**config.mk**
```make
export PLATFORM = sky130hd
export DESIGN_NAME = byte_pixel_assembler
export DESIGN_NICKNAME = d
export VERILOG_FILES = /design/src/rtl/pxa_pkg.sv /design/src/rtl/pxa_phase.sv /design/src/rtl/pxa_pixpipe.sv /design/src/rtl/pxa_sync_dly.sv /design/src/rtl/byte_pixel_assembler.sv
export SDC_FILE = /design/constraint.sdc
export NUM_CORES = 1
export LEC_CHECK = 0
export BUFFER_PORTS_ARGS = -buffer_cell sky130_fd_sc_hd__buf_2
export CORE_UTILIZATION = 30
export CTS_CLUSTER_DIAMETER = 100
export DETAILED_ROUTE_END_ITERATION = 12
export RECOVER_POWER = 100
export REMOVE_ABC_BUFFERS = 1
export SLEW_MARGIN = 30
export SYNTH_ARGS = -nofsm -noshare
export SYNTH_HDL_FRONTEND = slang
export SYNTH_SLANG_ARGS = --single-unit
```
**constraint.sdc**
```tcl
create_clock -name clk_i -period 3 [get_ports clk_i]
set_clock_uncertainty 0.05 [all_clocks]
set_input_delay 0 -clock clk_i [delete_from_list [all_inputs] [get_ports clk_i]]
set_output_delay 0 -clock clk_i [all_outputs]
set_load 0.02 [all_outputs]
```
**src/rtl/pxa_pkg.sv**
```systemverilog
package pxa_pkg;
  localparam int unsigned BYTE_W = 8;
  localparam int unsigned CH_W   = 6;
  localparam int unsigned PIX_W  = 3 * CH_W;
  localparam int unsigned NB_565 = 2;
  localparam int unsigned NB_888 = 3;
  localparam int unsigned WIN_W  = NB_888 * BYTE_W;

  typedef enum logic {FMT_565 = 1'b0, FMT_888 = 1'b1} fmt_e;

  function automatic logic [PIX_W-1:0] pack_pix(input fmt_e fmt, input logic wide,
                                                input logic [WIN_W-1:0] win);
    logic [4:0] r5, b5;
    logic [5:0] r6, g6, b6;
    if (fmt == FMT_565) begin
      r5 = win[15:11];
      g6 = win[10:5];
      b5 = win[4:0];
      r6 = {r5, r5[4]};
      b6 = {b5, b5[4]};
    end else begin
      r5 = win[23:19];
      g6 = win[15:10];
      b5 = win[7:3];
      r6 = win[23:18];
      b6 = win[7:2];
    end
    return wide ? {r6, g6, b6} : {2'b00, r5, g6, b5};
  endfunction
endpackage

```
**src/rtl/pxa_phase.sv**
```systemverilog
module pxa_phase
  import pxa_pkg::*;
(
  input  logic             clk_i,
  input  logic             rst_ni,
  input  fmt_e             fmt_i,
  input  logic [BYTE_W-1:0] byte_i,
  input  logic             vld_i,
  input  logic             hs_n_i,
  output logic [WIN_W-1:0] win_o,
  output logic             done_o
);
  localparam int unsigned PH_W = $clog2(NB_888);
  localparam logic [PH_W-1:0] LAST_565 = PH_W'(NB_565 - 1);
  localparam logic [PH_W-1:0] LAST_888 = PH_W'(NB_888 - 1);

  logic [PH_W-1:0] ph_q, ph_eff, last;
  logic            hs_prev_q, fall, at_last;

  assign last    = (fmt_i == FMT_888) ? LAST_888 : LAST_565;
  assign fall    = hs_prev_q & ~hs_n_i;
  assign ph_eff  = fall ? '0 : ph_q;
  assign at_last = (ph_eff == last);

  always_ff @(posedge clk_i or negedge rst_ni) begin
    if (!rst_ni) begin
      ph_q      <= '0;
      hs_prev_q <= 1'b1;
      win_o     <= '0;
      done_o    <= 1'b0;
    end else begin
      hs_prev_q <= hs_n_i;
      done_o    <= vld_i & at_last;
      if (vld_i) begin
        win_o <= {win_o[WIN_W-BYTE_W-1:0], byte_i};
        ph_q  <= at_last ? '0 : ph_eff + 1'b1;
      end else begin
        ph_q  <= ph_eff;
      end
    end
  end
endmodule

```
**src/rtl/pxa_pixpipe.sv**
```systemverilog
module pxa_pixpipe
  import pxa_pkg::*;
#(
  parameter int unsigned STAGES = 2,
  parameter int unsigned TAP_A  = 0,
  parameter int unsigned TAP_B  = 1
) (
  input  logic             clk_i,
  input  logic             rst_ni,
  input  fmt_e             fmt_i,
  input  logic             wide_i,
  input  logic [WIN_W-1:0] win_i,
  input  logic             done_i,
  output logic [PIX_W-1:0] rgb_o,
  output logic             de_o
);
  logic [PIX_W-1:0] st_pix [STAGES];
  logic [STAGES-1:0] st_v;
  logic [PIX_W-1:0] tap_pix;
  logic             tap_v;

  always_ff @(posedge clk_i or negedge rst_ni) begin
    if (!rst_ni) begin
      st_v[0]   <= 1'b0;
      st_pix[0] <= '0;
    end else begin
      st_v[0] <= done_i;
      if (done_i) st_pix[0] <= pack_pix(fmt_i, wide_i, win_i);
    end
  end

  for (genvar k = 1; k < STAGES; k++) begin : g_stage
    always_ff @(posedge clk_i or negedge rst_ni) begin
      if (!rst_ni) begin
        st_v[k]   <= 1'b0;
        st_pix[k] <= '0;
      end else begin
        st_v[k]   <= st_v[k-1];
        st_pix[k] <= st_pix[k-1];
      end
    end
  end

  assign tap_v   = (fmt_i == FMT_888) ? st_v[TAP_B]   : st_v[TAP_A];
  assign tap_pix = (fmt_i == FMT_888) ? st_pix[TAP_B] : st_pix[TAP_A];

  always_ff @(posedge clk_i or negedge rst_ni) begin
    if (!rst_ni) begin
      de_o  <= 1'b0;
      rgb_o <= '0;
    end else begin
      de_o <= tap_v;
      if (tap_v) rgb_o <= tap_pix;
    end
  end
endmodule

```
**src/rtl/pxa_sync_dly.sv**
```systemverilog
module pxa_sync_dly #(
  parameter int unsigned W       = 2,
  parameter int unsigned DEPTH   = 6,
  parameter logic [W-1:0] RST_VAL = '1,
  localparam int unsigned TAP_W  = $clog2(DEPTH)
) (
  input  logic             clk_i,
  input  logic             rst_ni,
  input  logic [TAP_W-1:0] tap_i,
  input  logic [W-1:0]     d_i,
  output logic [W-1:0]     q_o
);
  logic [W-1:0] line [DEPTH];

  always_ff @(posedge clk_i or negedge rst_ni) begin
    if (!rst_ni) line[0] <= RST_VAL;
    else         line[0] <= d_i;
  end

  for (genvar k = 1; k < DEPTH; k++) begin : g_line
    always_ff @(posedge clk_i or negedge rst_ni) begin
      if (!rst_ni) line[k] <= RST_VAL;
      else         line[k] <= line[k-1];
    end
  end

  assign q_o = line[tap_i];
endmodule

```
**src/rtl/byte_pixel_assembler.sv**
```systemverilog
module byte_pixel_assembler
  import pxa_pkg::*;
#(
  parameter int unsigned LAT_565 = 3,
  parameter int unsigned LAT_888 = 5
) (
  input  logic              clk_i,
  input  logic              rst_ni,
  input  logic              fmt_i,
  input  logic              wide_i,
  input  logic [BYTE_W-1:0] byte_i,
  input  logic              byte_vld_i,
  input  logic              hs_n_i,
  input  logic              vs_n_i,
  output logic [PIX_W-1:0]  rgb_o,
  output logic              de_o,
  output logic              hs_n_o,
  output logic              vs_n_o
);
  // pixel path: byte reg, done, (L-N) stages, output reg
  localparam int unsigned TAP_A  = LAT_565 - NB_565 - 1;
  localparam int unsigned TAP_B  = LAT_888 - NB_888 - 1;
  localparam int unsigned STAGES = ((TAP_A > TAP_B) ? TAP_A : TAP_B) + 1;
  localparam int unsigned SDEPTH = ((LAT_565 > LAT_888) ? LAT_565 : LAT_888) + 1;
  localparam int unsigned STAP_W = $clog2(SDEPTH);

  fmt_e             fmt;
  logic [WIN_W-1:0] win;
  logic             done;
  logic [STAP_W-1:0] stap;
  logic [1:0]       sync_q;

  assign fmt  = fmt_e'(fmt_i);
  assign stap = (fmt == FMT_888) ? STAP_W'(LAT_888) : STAP_W'(LAT_565);

  pxa_phase u_phase (
    .clk_i  (clk_i),
    .rst_ni (rst_ni),
    .fmt_i  (fmt),
    .byte_i (byte_i),
    .vld_i  (byte_vld_i),
    .hs_n_i (hs_n_i),
    .win_o  (win),
    .done_o (done)
  );

  pxa_pixpipe #(.STAGES(STAGES), .TAP_A(TAP_A), .TAP_B(TAP_B)) u_pipe (
    .clk_i  (clk_i),
    .rst_ni (rst_ni),
    .fmt_i  (fmt),
    .wide_i (wide_i),
    .win_i  (win),
    .done_i (done),
    .rgb_o  (rgb_o),
    .de_o   (de_o)
  );

  pxa_sync_dly #(.W(2), .DEPTH(SDEPTH), .RST_VAL(2'b11)) u_sync (
    .clk_i  (clk_i),
    .rst_ni (rst_ni),
    .tap_i  (stap),
    .d_i    ({vs_n_i, hs_n_i}),
    .q_o    (sync_q)
  );

  assign hs_n_o = sync_q[0];
  assign vs_n_o = sync_q[1];
endmodule

```
# [After elaboration in Yosys (flattened, before gate mapping)]
# Index checks and enable logic that the tools add are counted.
[op_classes] n_addsub=1 order_cmp=1 eq_ne=1 mux=16 bitwise=4
[op_table] cell="$mux 18" n=2
[op_table] cell="$mux 6" n=3
[op_table] cell="$mux 2" n=6
[op_table] cell="$mux 5" n=2
[op_table] cell="$bmux 2 s3" n=1
[op_table] cell="$ge 4x4->1 const B" n=1
[op_table] cell="$not 3->4" n=1
[op_table] cell="$mux 3" n=1
[op_table] cell="$add 2x1->2 const B" n=1
[op_table] cell="$and 1x1->1" n=2
[op_table] cell="$eq 2x2->1" n=1
[op_table] cell="$mux 1" n=1
[op_table] cell="$not 1->1" n=1
[word_totals] reg_bits=97 out_inout_bits=21

# [Depth between registers and ports, before layout]
# Gate-level depths: netlist of run 1.
[logic_depth] ltp_word=6 mapped_depth=6 depth_no_buf=3

# [Modules after synthesis]
# From an unflattened synthesis of run 1, not the netlist that was laid out.
[hier_totals] cells_unflattened=243 hier_area_um2=4033.9
[by_module_without_submodules] module="pxa_pixpipe" n_inst=1 cells_each=151 area_per_inst_um2=2517.4 seq_area_each_um2=1426.4
[by_module_without_submodules] module="pxa_phase" n_inst=1 cells_each=69 area_per_inst_um2=1094.8 seq_area_each_um2=701.9
[by_module_without_submodules] module="pxa_sync_dly" n_inst=1 cells_each=21 area_per_inst_um2=414.1 seq_area_each_um2=315.3
[by_module_without_submodules] module="byte_pixel_assembler" n_inst=1 cells_each=2 area_per_inst_um2=7.5 seq_area_each_um2=0.0

# [Least setup slack after synthesis of run 1]
# No wires, ideal clock.
[synth_path] kind="flip-flop to flip-flop" from="register u_phase.win_o[6]" to="register u_pipe.st_pix[25] (netlist bit)" setup_time_ns=0.125 t_arrival_ns=1.120 required_ns=2.825 slack_ns=1.705 stages_incl_launch_ff=3 path_buffers=0 cell_sequence="dfrtp_1 mux4_1 mux2_2"
[synth_between] elab_chain_len=2
[synth_rtl] element="start: declaration" line_no="pxa_phase.sv:10" source="output logic [WIN_W-1:0] win_o,"
[synth_rtl] element="start signal: assignment" line_no="pxa_phase.sv:35" source="win_o <= {win_o[WIN_W-BYTE_W-1:0], byte_i};"
[synth_rtl] element="$mux 6" line_no="pxa_pkg.sv:15" source="if (fmt == FMT_565) begin"
[synth_rtl] element="$mux 18" line_no="pxa_pkg.sv:28" source="return wide ? {r6, g6, b6} : {2'b00, r5, g6, b5};"
[synth_rtl] element="end: declaration" line_no="pxa_pixpipe.sv:17" source="logic [PIX_W-1:0] st_pix [STAGES];"
# No other way between the ends.
# A chain may end at the register's enable or synchronous reset.

==> results of run 1 <==
## worst max path at each step
stage / startpoint / to / slack [ps]
floorplan: u_pipe.st_v[0] / u_pipe.rgb_o[0] / 1690
global placement: fmt_i / u_pipe.rgb_o[15] / 1280
finish: u_phase.done_o / u_pipe.st_pix[18] / 1380
detailed placement: fmt_i / u_pipe.rgb_o[15] / 1210
CTS: u_phase.done_o / u_pipe.st_pix[18] / 1300
global route: u_phase.done_o / u_pipe.st_pix[18] / 1220
## flip-flops by register name (all words and copies together) (netlist names)
name / flops
u_pipe.st_pix: 36
u_phase.win_o: 22
u_pipe.rgb_o: 18
u_sync.line: 12
u_phase.ph_q: 2
u_pipe.st_v: 2
u_phase.done_o: 1
u_pipe.de_o: 1
## kinds of logic after synthesis
logic type / after synthesis
compound gates: 34
buf+inv: 19
flops: 94
mux: 69
simple gates: 34
## worst min-delay path, delay by kind of cell
| kind | cells | cell delay (ps) |
|---|---|---|
| AOI/OAI and AO/OA | 1 | 60 |
| buffers and inverters | 2 | 400 |
## metal layers
metal  wire length (um)  vias up
met4                 94        0
met5                  0        -
li1                   -      992
met2               2885       40
met3                259        6
met1               3277     1058
## report_power, final
| group | leakage [nW] | total [mW] | switching (mW) | internal [mW] |
|---|---|---|---|---|
| clock | 0.137 | 1.04 | 0.438 | 0.605 |
| combinational | 0.636 | 0.712 | 0.403 | 0.309 |
| sequential | 1.13 | 1.91 | 0.236 | 1.67 |
## Yosys cell counts, types with 2 or more instances
cell type / instances
sky130_fd_sc_hd__a21oi_1: 4
sky130_fd_sc_hd__buf_2: 7
sky130_fd_sc_hd__buf_4: 2
sky130_fd_sc_hd__buf_6: 3
sky130_fd_sc_hd__dfrtp_1: 82
sky130_fd_sc_hd__dfstp_2: 12
sky130_fd_sc_hd__inv_1: 4
sky130_fd_sc_hd__mux2_1: 24
sky130_fd_sc_hd__mux2_2: 6
sky130_fd_sc_hd__mux2_4: 3
sky130_fd_sc_hd__mux2i_1: 26
sky130_fd_sc_hd__mux4_2: 8
sky130_fd_sc_hd__nand2_1: 20
sky130_fd_sc_hd__nand2b_1: 8
sky130_fd_sc_hd__nor2b_1: 2
sky130_fd_sc_hd__o21ai_1: 19
sky130_fd_sc_hd__o221ai_1: 7
sky130_fd_sc_hd__o22ai_1: 2
## repair_timing
| action | 4_1_cts | 5_1_grt |
|---|---|---|
| setup endpoints to repair | 0 | 0 |
| hold buffers | 11 | 0 |
| endpoints found under the hold margin | 93 | 0 |
## per-stage QoR
stage | hold WS, ps | util | cell area [um^2]
floorplan | -345.6 | - | 3633
global placement | 65.25 | 0.3359 | 4051
detailed placement | 66.35 | 0.3362 | 4055
CTS | 153.5 | 0.3681 | 4439
global route | 201.5 | 0.3628 | 4375
finish | 142.3 | 0.3628 | 4375
## layout make-up
class	count	area (um^2)	area share
tap	168	210.2	0.04804
clock inverter	2	10.01	0.002288
multi-input combinational	137	1219	0.2785
timing repair buffer	50	286.5	0.06548
inverter	5	18.77	0.004289
sequential	94	2367	0.5410
clock buffer	14	264.0	0.06034
==> run metrics, run 1 <==
largest family of logic cells by synthesized area=multiplexers; count of state elements after synthesis=94; Final ANT Viol Nets=0; primary flip-flop cell chosen by synthesis mapping=sky130_fd_sc_hd__dfrtp_1; mux cell area share after synthesis=0.2334; number of max-capacitance violations reported=0; cell-by-cell listing of the critical path=nand2_1, o221ai_1; Cell Pwr Density=837.4 nW/um^2; CTS tree=yes; mean instance size in the synthesized netlist=14.94 um^2; number of vias after detailed routing=2096; Reg2Reg Capture Point=u_pipe.st_pix[18]; cell types with the largest area share after synthesis=sky130_fd_sc_hd__dfrtp_1 55%, sky130_fd_sc_hd__dfstp_2 8.4%, sky130_fd_sc_hd__mux2_1 7.2%; data required time at the worst endpoint=3180 ps; leading cell types in the layout, fill and taps excluded=82 x sky130_fd_sc_hd__dfrtp_1, 27 x sky130_fd_sc_hd__mux2_1, 27 x sky130_fd_sc_hd__mux2i_1, 27 x sky130_fd_sc_hd__clkbuf_1, 20 x sky130_fd_sc_hd__nand2_1; post-route setup TNS=0 ps; fmax=616.1 MHz; number of vias per cell after detailed routing=4.460; register-to-register path setup slack=1380 ps; post-synthesis instance area=3736 um^2; cell type with the highest aggregate area in the netlist=sky130_fd_sc_hd__dfrtp_1; crit share post-route=0.5411; Die ar.=12900 um^2; adder and majority cell fraction of the synthesized area=0; startpoint-to-endpoint class of the critical path=reg -> reg; ratio of cells with drive above 1 in the final layout=0.1821; unrepaired setup endpoints after global routing=no; unique cell type count in the Yosys netlist=29; HPWL after DPL=4186 um; synth-to-layout area growth=17.11%; crit path launch type=register; reg2reg path depth=2; H-tree depth=3; compound-cell area share of the yosys netlist=0.05526; remaining design rule violation count=0; slowest stage delay, CP=800 ps; outcome=finished clean; most common library cell in the layout ignoring fill and taps=sky130_fd_sc_hd__dfrtp_1; Final #Nets=312; number of buffers inserted during clock tree synthesis=9; startpoint of the most critical register-to-register path=u_phase.done_o; clock latency on the worst-skew pair=330 ps; die height=113.6 um; GR Layer Usage met1=0.1543; worst setup slack before clock tree synthesis=1206 ps; largest net degree at the start of global routing=88; detailed-route wire length per cell=13.87 um; buffers from clock root to sink, at most=2; headroom to the max-slew limit=0.4496; simple-gate share of the synthesized area=0.04521; leakage power=1.906 nW; number of global-route vias before repair=2195; Port-buffer cells=35; diodes inserted=0; count of instances resized after the clock tree is built=0; # rows=40; async set-or-reset flop fraction in the synthesized netlist=1.000; Post-CTS Setup Repair Bufs=0; DR pass1 iterations=4; detailed router's first-iteration violation count=47; Max Transition Viols Final=0; EDFF count, synth=0; total global routing overflow=0; transition time at the pin with the least slew margin=825.7 ps; fraction of the yosys area taken by sequential cells=0.6336; type of destination of the critical path=register; TritonCTS Sinks=94; met3 Use GR=0.03507; largest delay contributor family on the critical path=flip-flops; wire length of the first global-routing pass=11220 um; Total GRT Usage=0.1134; largest voltage drop on the vdd net=401.1 uV; count of buffer and inverter cells on the critical path=0; WHS Endpoint=u_phase.done_o; effective utilization at floorplan=0.3098; number of top-level pins=36; routed wire length=6517 um; area share of the largest cell type after synthesis=0.5492; worst-path fanout max=21; post-synthesis cell count=250; slowest cell on the critical path=sky130_fd_sc_hd__dfrtp_1; data arrival time of the worst path=1800 ps; count of synthesis-stage warnings from yosys=0; total core area=12060 um^2; CTS clock-pin slew for the worst setup and hold paths=60 ps; post-synthesis xor/xnor area fraction=0; initial antenna violation count=0; Final min period=1623 ps; last weighted congestion value of the routability-driven placer=0.6875; number of setup violations in the final report=0; Hold Path Stages=3; path class of the lowest-slack min-delay path=in -> reg; placed cell count=443; layer carrying the most global-route usage=met2; CTS Root Cell=sky130_fd_sc_hd__clkbuf_16; overall die width=113.6 um; met2 layer usage reported by global route=0.1703; setup slack of the critical path after layout=1377 ps; number of filler cells placed in the layout=1191; Crit. path cell count=2; Non-Filler Instances=470; Hold Vio Cnt, Final=0; Overall Power=3.664 mW; origin of the worst min-delay path=byte_vld_i
Power figures use the tool's default switching activity.
==> run 2, diff against run 1 <==
- ABC_AREA: not set -> 1
- clock period: 3 -> 1.6 ns (I/O delays scaled with it)
==> run 2 against run 1 <==
Net effect:
- the run now ends with DRC left
- global-route usage is 1.1 points higher
- synthesized cell count is 48% higher
- clock power is 120% higher
- sequential share of layout area is 0.078 points higher
- sequential power is 72% higher
- routed wire length is 7.0% higher
- non-clock buffer count is 8 higher
- synthesized area is 2.6% lower
- critical endpoint is now u_pipe.st_pix[25]
==> run metrics, run 2 <==
clock latency on the worst-skew pair=340 ps; routed wire length=6972 um; synth-to-layout area growth=20.04%; type of destination of the critical path=register; Port-buffer cells=35; outcome=finished, violations left; number of max-capacitance violations reported=0; number of buffers inserted during clock tree synthesis=9; unrepaired setup endpoints after global routing=no; DR pass1 iterations=9; number of setup violations in the final report=0; effective utilization at floorplan=0.3134; cell-by-cell listing of the critical path=nand2_1, clkinv_1, clkbuf_2, a22oi_1, nand2_1; cell types with the largest area share after synthesis=sky130_fd_sc_hd__dfrtp_1 56%, sky130_fd_sc_hd__nand2_1 14%, sky130_fd_sc_hd__dfstp_2 8.7%; CTS tree=yes; crit path launch type=register; detailed-route wire length per cell=12.27 um; most common cell in the synthesized netlist=sky130_fd_sc_hd__nand2_1; Max Transition Viols Final=0; slowest stage delay, CP=400 ps; leading cell types in the layout, fill and taps excluded=134 x sky130_fd_sc_hd__nand2_1, 82 x sky130_fd_sc_hd__dfrtp_1, 39 x sky130_fd_sc_hd__o21ai_0; async set-or-reset flop fraction in the synthesized netlist=1.000; mean instance size in the synthesized netlist=9.837 um^2; Post-CTS Setup Repair Bufs=0; count of instances resized after the clock tree is built=0; last weighted congestion value of the routability-driven placer=0.7863; data required time at the worst endpoint=1770 ps; number of filler cells placed in the layout=1165; transition time at the pin with the least slew margin=828.4 ps; Register Area=2367 um^2; Non-Filler Instances=568; post-route setup TNS=0 ps; Final #Nets=435; worst-path fanout max=18; Hold-fix buffers, CTS=15; HPWL after DPL=4664 um; max FFs per register=36; Die ar.=12580 um^2; fmax=783.5 MHz; number of vias per cell after detailed routing=4.562; H-tree depth=3; area share of the largest cell type after synthesis=0.5638; total global routing overflow=0; remaining design rule violation count=4; TritonCTS Sinks=94; startpoint-to-endpoint class of the critical path=reg -> reg; Hold Vio Cnt, Final=0; die height=112.1 um; Final min period=1276 ps; post-synthesis cell count=370; cell type with the highest aggregate area in the netlist=sky130_fd_sc_hd__dfrtp_1; most common library cell in the layout ignoring fill and taps=sky130_fd_sc_hd__nand2_1; CTS Root Cell=sky130_fd_sc_hd__clkbuf_16; detailed router's first-iteration violation count=111; overall die width=112.1 um; initial antenna violation count=0; slowest cell on the critical path=sky130_fd_sc_hd__dfrtp_1; headroom to the max-slew limit=0.4477; multi-input combinational cell area=1057 um^2; Cell Pwr Density=1559 nW/um^2; CTS clock-pin slew for the worst setup and hold paths=60 ps; largest voltage drop on the vdd net=547.9 uV; fraction of the yosys area taken by sequential cells=0.6504; EDFF count, synth=0; Total GRT Usage=0.1242; number of top-level pins=36; largest net degree at the start of global routing=38; count of state elements after synthesis=94; ratio of cells with drive above 1 in the final layout=0.1129; most numerous cell on the critical path=sky130_fd_sc_hd__nand2_1; data arrival time of the worst path=1440 ps; Synth top cells by count=133 x sky130_fd_sc_hd__nand2_1, 82 x sky130_fd_sc_hd__dfrtp_1, 39 x sky130_fd_sc_hd__o21ai_0; registers with the most flip-flops=u_pipe.st_pix x36, u_phase.win_o x22, u_pipe.rgb_o x18; unique cell type count in the Yosys netlist=22; failing checks=DRC; total core area=11610 um^2; crit share post-route=0.7977; number of vias after detailed routing=2591; wire length of the first global-routing pass=12250 um; path class of the lowest-slack min-delay path=in -> reg; primary flip-flop cell chosen by synthesis mapping=sky130_fd_sc_hd__dfrtp_1; number of global-route vias before repair=2560; # rows=39; placed cell count=537; Final ANT Viol Nets=0; diodes inserted=0; count of synthesis-stage warnings from yosys=0; leakage power=2.002 nW; post-synthesis instance area=3640 um^2; register name with the most flops=u_pipe.st_pix; buffers from clock root to sink, at most=2
==> run 2: cell count changes in the layout (fill, tap and decap cells not counted), moves of 11 or more <==
cell,before,now
sky130_fd_sc_hd__inv_1,4,19
sky130_fd_sc_hd__mux2_1,27,0
sky130_fd_sc_hd__mux2i_1,27,0
sky130_fd_sc_hd__a31oi_1,0,18
sky130_fd_sc_hd__o21ai_0,17,39
sky130_fd_sc_hd__a22oi_1,0,11
sky130_fd_sc_hd__nor2_1,0,22
sky130_fd_sc_hd__nand2_1,20,134
==> run 2: through the flow <==
| stage | hold slack (ps) | setup WS [ps] | cell area, um^2 | util | power (mW) |
|---|---|---|---|---|---|
| after global placement | -79.91 | 502.1 | 3949 | 0.3400 | 4.628 |
| after global routing | 119.7 | 176.7 | 4369 | 0.3762 | 7.239 |
| final | 87.79 | 323.7 | 4369 | 0.3762 | 6.813 |
| after floorplan | -345.6 | 411.7 | 3520 | - | 4.125 |
| after detailed placement | -73.67 | 445.7 | 3949 | 0.3400 | 4.678 |
| after CTS | 100.4 | 400.1 | 4415 | 0.3802 | 6.977 |
==> run 2: routing by layer <==
metal | global-route usage | routed length, um | up-vias
li1 | - | - | 1295
met1 | 0.1541 | 3301 | 1235
met2 | 0.1963 | 3189 | 47
met3 | 0.04428 | 307 | 14
met4 | 0.05333 | 174 | 0
met5 | 0 | 0 | -
==> run 2: cells by family (layout without fill, tap and decap cells) <==
kind of cell / after synthesis / after routing / share of synthesized area
AOI/OAI and AO/OA: 69 / 69 / 0.1097
buffers and inverters: 41 / 96 / 0.05706
DFF: 94 / 94 / 0.6504
and+or+nand+nor: 166 / 166 / 0.1829
==> run 2: where the power goes <==
| part | switching [mW] | internal (mW) | total, mW |
|---|---|---|---|
| logic | 0.841 | 0.440 | 1.28 |
| registers | 0.306 | 2.98 | 3.28 |
| clock network | 0.843 | 1.41 | 2.25 |
| total | 1.99 | 4.82 | 6.81 |
==> run 2: path summary, 6_finish.rpt <==
check	from	end	slack [ps]	depth (start not counted)
setup / recovery	u_phase.done_o	u_pipe.st_pix[25]	320	5
hold / removal	fmt_i	u_pipe.rgb_o[0]	90	4
setup reg to reg	u_phase.done_o	u_pipe.st_pix[25]	320	5
hold reg to reg	u_sync.line[11]	u_sync.line[9]	300	0
max in group asynchronous	rst_ni	u_sync.line[0]	400	3
min in group asynchronous	rst_ni	u_pipe.st_pix[12]	250	2
==> run 2: layout make-up <==
type                       count  area share
clock buffer                  12     0.05641
clock inverter                 4     0.01604
inverter                      22     0.02005
multi-input combinational    235      0.2420
sequential                    94      0.5418
tap                          143     0.04095
timing repair buffer          58     0.08276
==> run 2: critical path, delay by kind of cell, from the launching register on <==
family,cells,cell delay (ps)
flip-flops,1,400
AND/OR/NAND/NOR,2,160
buffers and inverters,2,310
AO/OA/AOI/OAI,1,230
